==> src/rtl/pwm_pin_pair_cond.sv <==
module pwm_pin_pair_cond (
  input  logic       clk,
  input  logic       rst_n,
  input  logic       enable,
  input  logic       gen_a,
  input  logic       gen_b,
  input  logic       period_stb,
  input  logic       fault_in,
  input  logic       climit_in,
  input  logic [1:0] cfg_mode,
  input  logic       cfg_swap,
  input  logic       cfg_inv_hi,
  input  logic       cfg_inv_lo,
  input  logic       cfg_own_hi,
  input  logic       cfg_own_lo,
  input  logic       cfg_ovr_en_hi,
  input  logic       cfg_ovr_en_lo,
  input  logic [1:0] cfg_ovr_val,
  input  logic       cfg_ovr_sync,
  input  logic [1:0] cfg_flt_val,
  input  logic       cfg_indep_flt,
  output logic       pin_hi,
  output logic       pin_lo,
  output logic       own_hi,
  output logic       own_lo
);
  localparam logic [1:0] M_COMP = 2'b00;
  localparam logic [1:0] M_RED  = 2'b01;
  localparam logic [1:0] M_PP   = 2'b10;
  localparam logic [1:0] M_IND  = 2'b11;

  logic [1:0] mode_q;
  logic       swap_q, inv_hi_q, inv_lo_q, own_hi_q, own_lo_q;
  logic [1:0] ovr_en_q, ovr_val_q;
  logic       pp_sel_q;
  logic       shp_hi, shp_lo, sw_hi, sw_lo, ov_hi, ov_lo, fl_hi, fl_lo;

  // frozen fields follow the inputs only while the channel is disabled
  always_ff @(posedge clk or negedge rst_n) begin
    if (!rst_n) begin
      mode_q   <= M_COMP;
      swap_q   <= 1'b0;
      inv_hi_q <= 1'b0;
      inv_lo_q <= 1'b0;
      own_hi_q <= 1'b0;
      own_lo_q <= 1'b0;
    end else if (!enable) begin
      mode_q   <= cfg_mode;
      swap_q   <= cfg_swap;
      inv_hi_q <= cfg_inv_hi;
      inv_lo_q <= cfg_inv_lo;
      own_hi_q <= cfg_own_hi;
      own_lo_q <= cfg_own_lo;
    end
  end

  always_ff @(posedge clk or negedge rst_n) begin
    if (!rst_n) begin
      ovr_en_q  <= 2'b00;
      ovr_val_q <= 2'b00;
    end else if (!cfg_ovr_sync || period_stb) begin
      ovr_en_q  <= {cfg_ovr_en_hi, cfg_ovr_en_lo};
      ovr_val_q <= cfg_ovr_val;
    end
  end

  always_ff @(posedge clk or negedge rst_n) begin
    if (!rst_n)           pp_sel_q <= 1'b0;
    else if (!enable)     pp_sel_q <= 1'b0;
    else if (period_stb)  pp_sel_q <= ~pp_sel_q;
  end

  always_comb begin
    unique case (mode_q)
      M_COMP:  begin shp_hi = gen_a;             shp_lo = ~gen_a;           end
      M_RED:   begin shp_hi = gen_a;             shp_lo = gen_a;            end
      M_PP:    begin shp_hi = gen_a & ~pp_sel_q; shp_lo = gen_a & pp_sel_q; end
      M_IND:   begin shp_hi = gen_a;             shp_lo = gen_b;            end
      default: begin shp_hi = 1'b0;              shp_lo = 1'b0;             end
    endcase
  end

  assign sw_hi = swap_q ? shp_lo : shp_hi;
  assign sw_lo = swap_q ? shp_hi : shp_lo;

  assign ov_hi = ovr_en_q[1] ? ovr_val_q[1] : sw_hi;
  assign ov_lo = ovr_en_q[0] ? ovr_val_q[0] : sw_lo;

  assign fl_hi = (cfg_indep_flt ? climit_in : fault_in) ? cfg_flt_val[1] : ov_hi;
  assign fl_lo = fault_in ? cfg_flt_val[0] : ov_lo;

  always_ff @(posedge clk or negedge rst_n) begin
    if (!rst_n) begin
      pin_hi <= 1'b0;
      pin_lo <= 1'b0;
    end else begin
      pin_hi <= fl_hi ^ inv_hi_q;
      pin_lo <= fl_lo ^ inv_lo_q;
    end
  end

  assign own_hi = own_hi_q;
  assign own_lo = own_lo_q;
endmodule

==> config.mk <==
export PLATFORM = sky130hd
export DESIGN_NAME = pwm_pin_pair_cond
export DESIGN_NICKNAME = d
export VERILOG_FILES = /design/src/rtl/pwm_pin_pair_cond.sv
export SDC_FILE = /design/constraint.sdc
export NUM_CORES = 1
export LEC_CHECK = 0
export BUFFER_PORTS_ARGS = -buffer_cell sky130_fd_sc_hd__buf_2
export CAP_MARGIN = 10
export CORE_AREA = 2 2 43 45
export DETAILED_ROUTE_END_ITERATION = 6
export DIE_AREA = 0 0 45 47
export PLACE_DENSITY = 0.71
export SKIP_CTS_REPAIR_TIMING = 1
export SYNTH_ARGS = -nofsm -noshare
export SYNTH_HDL_FRONTEND = slang
export SYNTH_SLANG_ARGS = --single-unit
==> constraint.sdc <==
create_clock -name clk -period 1.9 [get_ports clk]
set_clock_uncertainty 0.15 [all_clocks]
set_input_delay 0.19 -clock clk [delete_from_list [all_inputs] [get_ports clk]]
set_output_delay 0.19 -clock clk [all_outputs]
set_load 0.005 [all_outputs]
**Yosys cells after proc, flatten, opt, wreduce, memory -nomap -nowiden**

Index checks and enable logic that the tools add are counted.

- Input bits: 23
- Output and inout bits: 4
- Register bits: 14
- Logic and storage cells: 36

- Muxes and demuxes: 11
- Equality and inequality tests: 4
- Bitwise operators: 6
- Reduce and logical (&&, ||, !) cells: 4

Operators by type and width:

| operator | number |
|---|---|
| 1-bit 2-to-1 mux | 9 |
| 2-bit == test (second input constant) | 2 |
| 1-bit case mux with 4 select lines | 1 |
| 3-bit OR reduction | 1 |
| 1-bit AND | 2 |
| 2-bit by 1-bit == test with 1-bit output (second input constant) | 1 |
| 2-bit zero test | 1 |
| 2-bit by 1-bit inequality test with 1-bit output (second input constant) | 1 |
| 1-bit inverter | 2 |
| 1-bit case mux with 2 select lines | 1 |
| 1-bit bitwise XOR | 2 |
| 1-bit zero test | 1 |
| 1-bit logical OR | 1 |

**Depth between registers and ports, before layout**

- Word-level depth: 7
- Depth in mapped cells: 4
- Gate-level depth less buffers: 4

**Worst setup path before layout**

No wires, ideal clock.

- Kind: register to register
- Start point: register mode_q[0]
- End point: register pin_hi
- Buffers on the path: 0
- Arrival: 1.109 ns
- Clock period less this slack: 1.382 ns
- Cell stages (with the launch flop): 5
- Required time: 1.626 ns
- Path slack: 0.518 ns
- Setup time: 0.124 ns
- Path through: dfrtp_1 > or3_1 > nand4_2 > o211ai_1 > xnor2_1

- Longest elaborated chain between the ends: 7
- Elaborated cells between the ends (all ways): 11
- Those cells by class: eq/ne: 3; mux: 5; bitwise: 1; reduce/logical: 2

Ends and longest elaborated chain:

| item | line | text |
|---|---|---|
| start, declared | 32 | `logic [1:0] mode_q;` |
| start signal, assigned | 48 | `mode_q <= cfg_mode;` |
| 2-bit == test, or another cell as far along | 74 | `unique case (mode_q)` |
| 3-bit OR reduction (no source line) | - |  |
| 1-bit case mux with 2 select lines | 74 |  |
| 1-bit 2-to-1 mux (*) | 83 | `assign sw_hi = swap_q ? shp_lo : shp_hi;` |
| 1-bit 2-to-1 mux (*) | 86 | `assign ov_hi = ovr_en_q[1] ? ovr_val_q[1] : sw_hi;` |
| 1-bit 2-to-1 mux (*) | 89 | `assign fl_hi = (cfg_indep_flt ? climit_in : fault_in) ? cfg_flt_val[1] : ov_hi;` |
| 1-bit bitwise XOR (*) | 97 | `pin_hi <= fl_hi ^ inv_hi_q;` |
| end signal, assigned | 97 |  |
| end, declared | 22 | `output logic pin_hi,` |

Every way passes the cells marked *; elsewhere a longest branch is shown, timed or not.
A chain may end at the register's enable or synchronous reset.

**Final worst setup path**

Ends and elaborated chain as after synthesis.

==> summary.txt <==
Run status
  – Status: complete, no violations

Timing
  – Tmin final: 1440 ps
  – Slew Limit Fails: 0
  – RSZ-0062 raised after global routing: false
  – Slew margin rel.: 78.56%
  – Period utilization: 75.78%
  – Max Fclk: 0.6946 GHz
  – Post-route setup TNS: 0 ps
  – Final hold violations: 0
  – Endpoints failing setup: 0
  – Worst-margin pin slew: 321.5 ps

Route
  – DR iter-0 viols: 8
  – Drt first pass iters: 4
  – Vias/cell: 5.241
  – Overall routed net length: 1512 µm
  – DRC Markers: 0
  – DRT antenna net count: 0
  – Vias: 587
  – WL/cell: 13.50 µm

Worst setup path
  – Crit Path Class: reg2reg
  – CP Launch Type: register
  – Setup crit end kind: register
  – Worst EP arrival: 1460 ps
  – Worst-path fanout max: 7
  – WP data required: 1920 ps

Final layout
  – Total Nets Final: 119
  – Most frequent cells in the layout: buf_2 (26), dfrtp_1 (14), dlygate4sd3_1 (12), mux2_1 (10)
  – Diode count: 0
  – Most common cell after layout, fill and taps aside: buf_2
  – Layout cell share with drive strength beyond 1: 38.95%
  – Area Overhead vs Synth: 43.94%
  – Fin area: 996.0 µm²

Global route
  – Grt total ovfl: 0
  – Antenna violations before repair: 0
  – First-pass GRT wire length: 2118 µm
  – Total global-route track usage: 14.40%
  – Largest net degree at the start of global routing: 15
  – Vias in the first global route: 500

Die
  – Initial Utilization: 41.89%
  – Die width: 45 µm
  – Die Area: 0.002115 mm²
  – Die Ht: 47 µm
  – IO Pins: 27
  – Core area: 0.001652 mm²
  – Placement Rows: 15

Yosys
  – Synth Area per Inst: 12.81 µm²
  – Post-Syn Nets: 77
  – Yosys Warn Count: 0
  – Combinational family with the most area after synthesis: simple AND/OR/NAND/NOR gates
  – Post-Synth XOR/XNOR Area: 2.532%
  – Synthesized flop and latch total: 14
  – Compound-gate portion of the synthesized area: 6.329%
  – Post-synthesis simple-gate area fraction: 20.61%
  – Syn Std Cell Area: 691.9 µm²
  – Adder-cell share of the synthesized area: 0%
  – Syn Inst Count: 54
  – Sequential element share of the synthesized area: 50.63%
  – Proportion of synthesized area in mux cells: 19.35%
  – Synth unique cells: 27

Pwr
  – Peak supply drop: 479.0 µV
  – Pleak: 0.4601 nW
  – Power per Cell Area: 715.2 mW/mm²

Clocking
  – Clock Tree Root: clkbuf_4
  – Worst-path clk slew: 90 ps
  – Htree depth: 1
  – Clk buf depth: 2
  – Cts bufs inserted: 3
  – Worst-Skew Late Latency: 280 ps
  – CTS tree: built
  – Sink Count: 14

Placement
  – Final GP Congestion: 0.8021
  – Placed wire-length estimate: 1055 µm
  – Dpl cell area: 839.6 µm²
  – Port bufs: 26

Worst hold path
  – HP Class: in2reg

Job
  – Max-Cap Viols: 0
[where the power goes]
group	switching, mW	internal [mW]
sequential	0.0289	0.331
clock	0.0967	0.116
combinational	0.0536	0.0853
total	0.179	0.533
[per-stage QoR]
step | hold slack (ps) | std cells | util (%) | setup slack, ps | power, mW
after floorplan | -255.6 | 54 | - | 517.6 | 0.4276
after global placement | -49.56 | 96 | 50.83 | 490.8 | 0.4815
final | 89.01 | 112 | 60.30 | 460.3 | 0.7123
after global routing | 100.4 | 112 | 60.30 | 355.4 | 0.7543
after detailed placement | -49.73 | 96 | 50.83 | 441.4 | 0.4877
after CTS | -359.4 | 100 | 53.03 | 437.9 | 0.7070
[flip-flops by register name, indices dropped and copies added (netlist names)]
register and cells:
pin_hi 1, swap_q 1, own_lo 1, pp_sel_q 1, inv_lo_q 1, ovr_en_q 2
inv_hi_q 1, own_hi 1, pin_lo 1, ovr_val_q 2, mode_q 2
[final timing paths]
| path | start | endpoint | slack, ps | cells after the start |
|---|---|---|---|---|
| min reg2reg | own_lo$_DFFE_PN0N_ | own_lo$_DFFE_PN0N_ | 340 | 1 |
| min | period_stb | pp_sel_q$_DFFE_PN0P_ | 90 | 3 |
| min in group asynchronous | rst_n | pin_lo$_DFF_PN0_ | 210 | 2 |
| max | mode_q[0]$_DFFE_PN0N_ | pin_hi$_DFF_PN0_ | 460 | 4 |
| max in group asynchronous | rst_n | mode_q[1]$_DFFE_PN0N_ | 1130 | 2 |
| max reg2reg | mode_q[0]$_DFFE_PN0N_ | pin_hi$_DFF_PN0_ | 460 | 4 |
[cell families after synthesis]
family | Yosys count
DFF | 14
AOI/OAI and AO/OA | 5
muxes | 12
buffers and inverters | 1
and+or+nand+nor | 20
xor gates and xnor gates | 2
[per-layer routing]
| metal | share of wire [%] | global-route usage (%) | up-vias |
|---|---|---|---|
| met1 | 45 | 17.55 | 269 |
| met2 | 48 | 24.57 | 23 |
| met3 | 4.5 | 1.538 | 6 |
| met5 | 0 | 0 | - |
| li1 | - | - | 289 |
| met4 | 2.2 | 8.824 | 0 |
[cell type report]
cell class,instances,area [µm²]
fillers,146,655.6
flip-flops and latches,14,350.3
multi-input cells,39,337.8
repair buffers,38,250.2
clock buffers,4,36.28
well taps,17,21.27
[cell usage after synthesis]
cell type	number	area, µm²
and4b_1	1	10.01
dfrtp_1	14	350.3
clkbuf_1	1	3.750
o2111a_1	1	11.26
nand3b_1	1	7.510
and2_1	1	6.260
o221ai_1	1	8.760
nand2b_1	2	12.51
mux2_1	10	112.6
xor2_1	1	8.760
nor3_2	2	20.02
nand4_2	1	12.51
a21o_1	1	7.510
nor3_1	1	5.000
nand2_1	1	3.750
nor4bb_1	1	10.01
xnor2_1	1	8.760
o211ai_1	1	7.510
or2_2	2	12.51
nor2_1	1	3.750
or3_1	1	6.260
o311ai_1	1	8.760
nand3_1	3	15.01
mux2i_1	1	10.01
and2b_2	1	8.760
mux2_2	1	11.26
nand4b_1	1	8.760
[worst max-delay path: stages (launching register included)]
cell and delay [ps]:
dfrtp_1 440, or3_1 370, nand4_2 120, o211ai_1 120
xnor2_1 140
No activity file was read; power rests on OpenSTA's default activity.
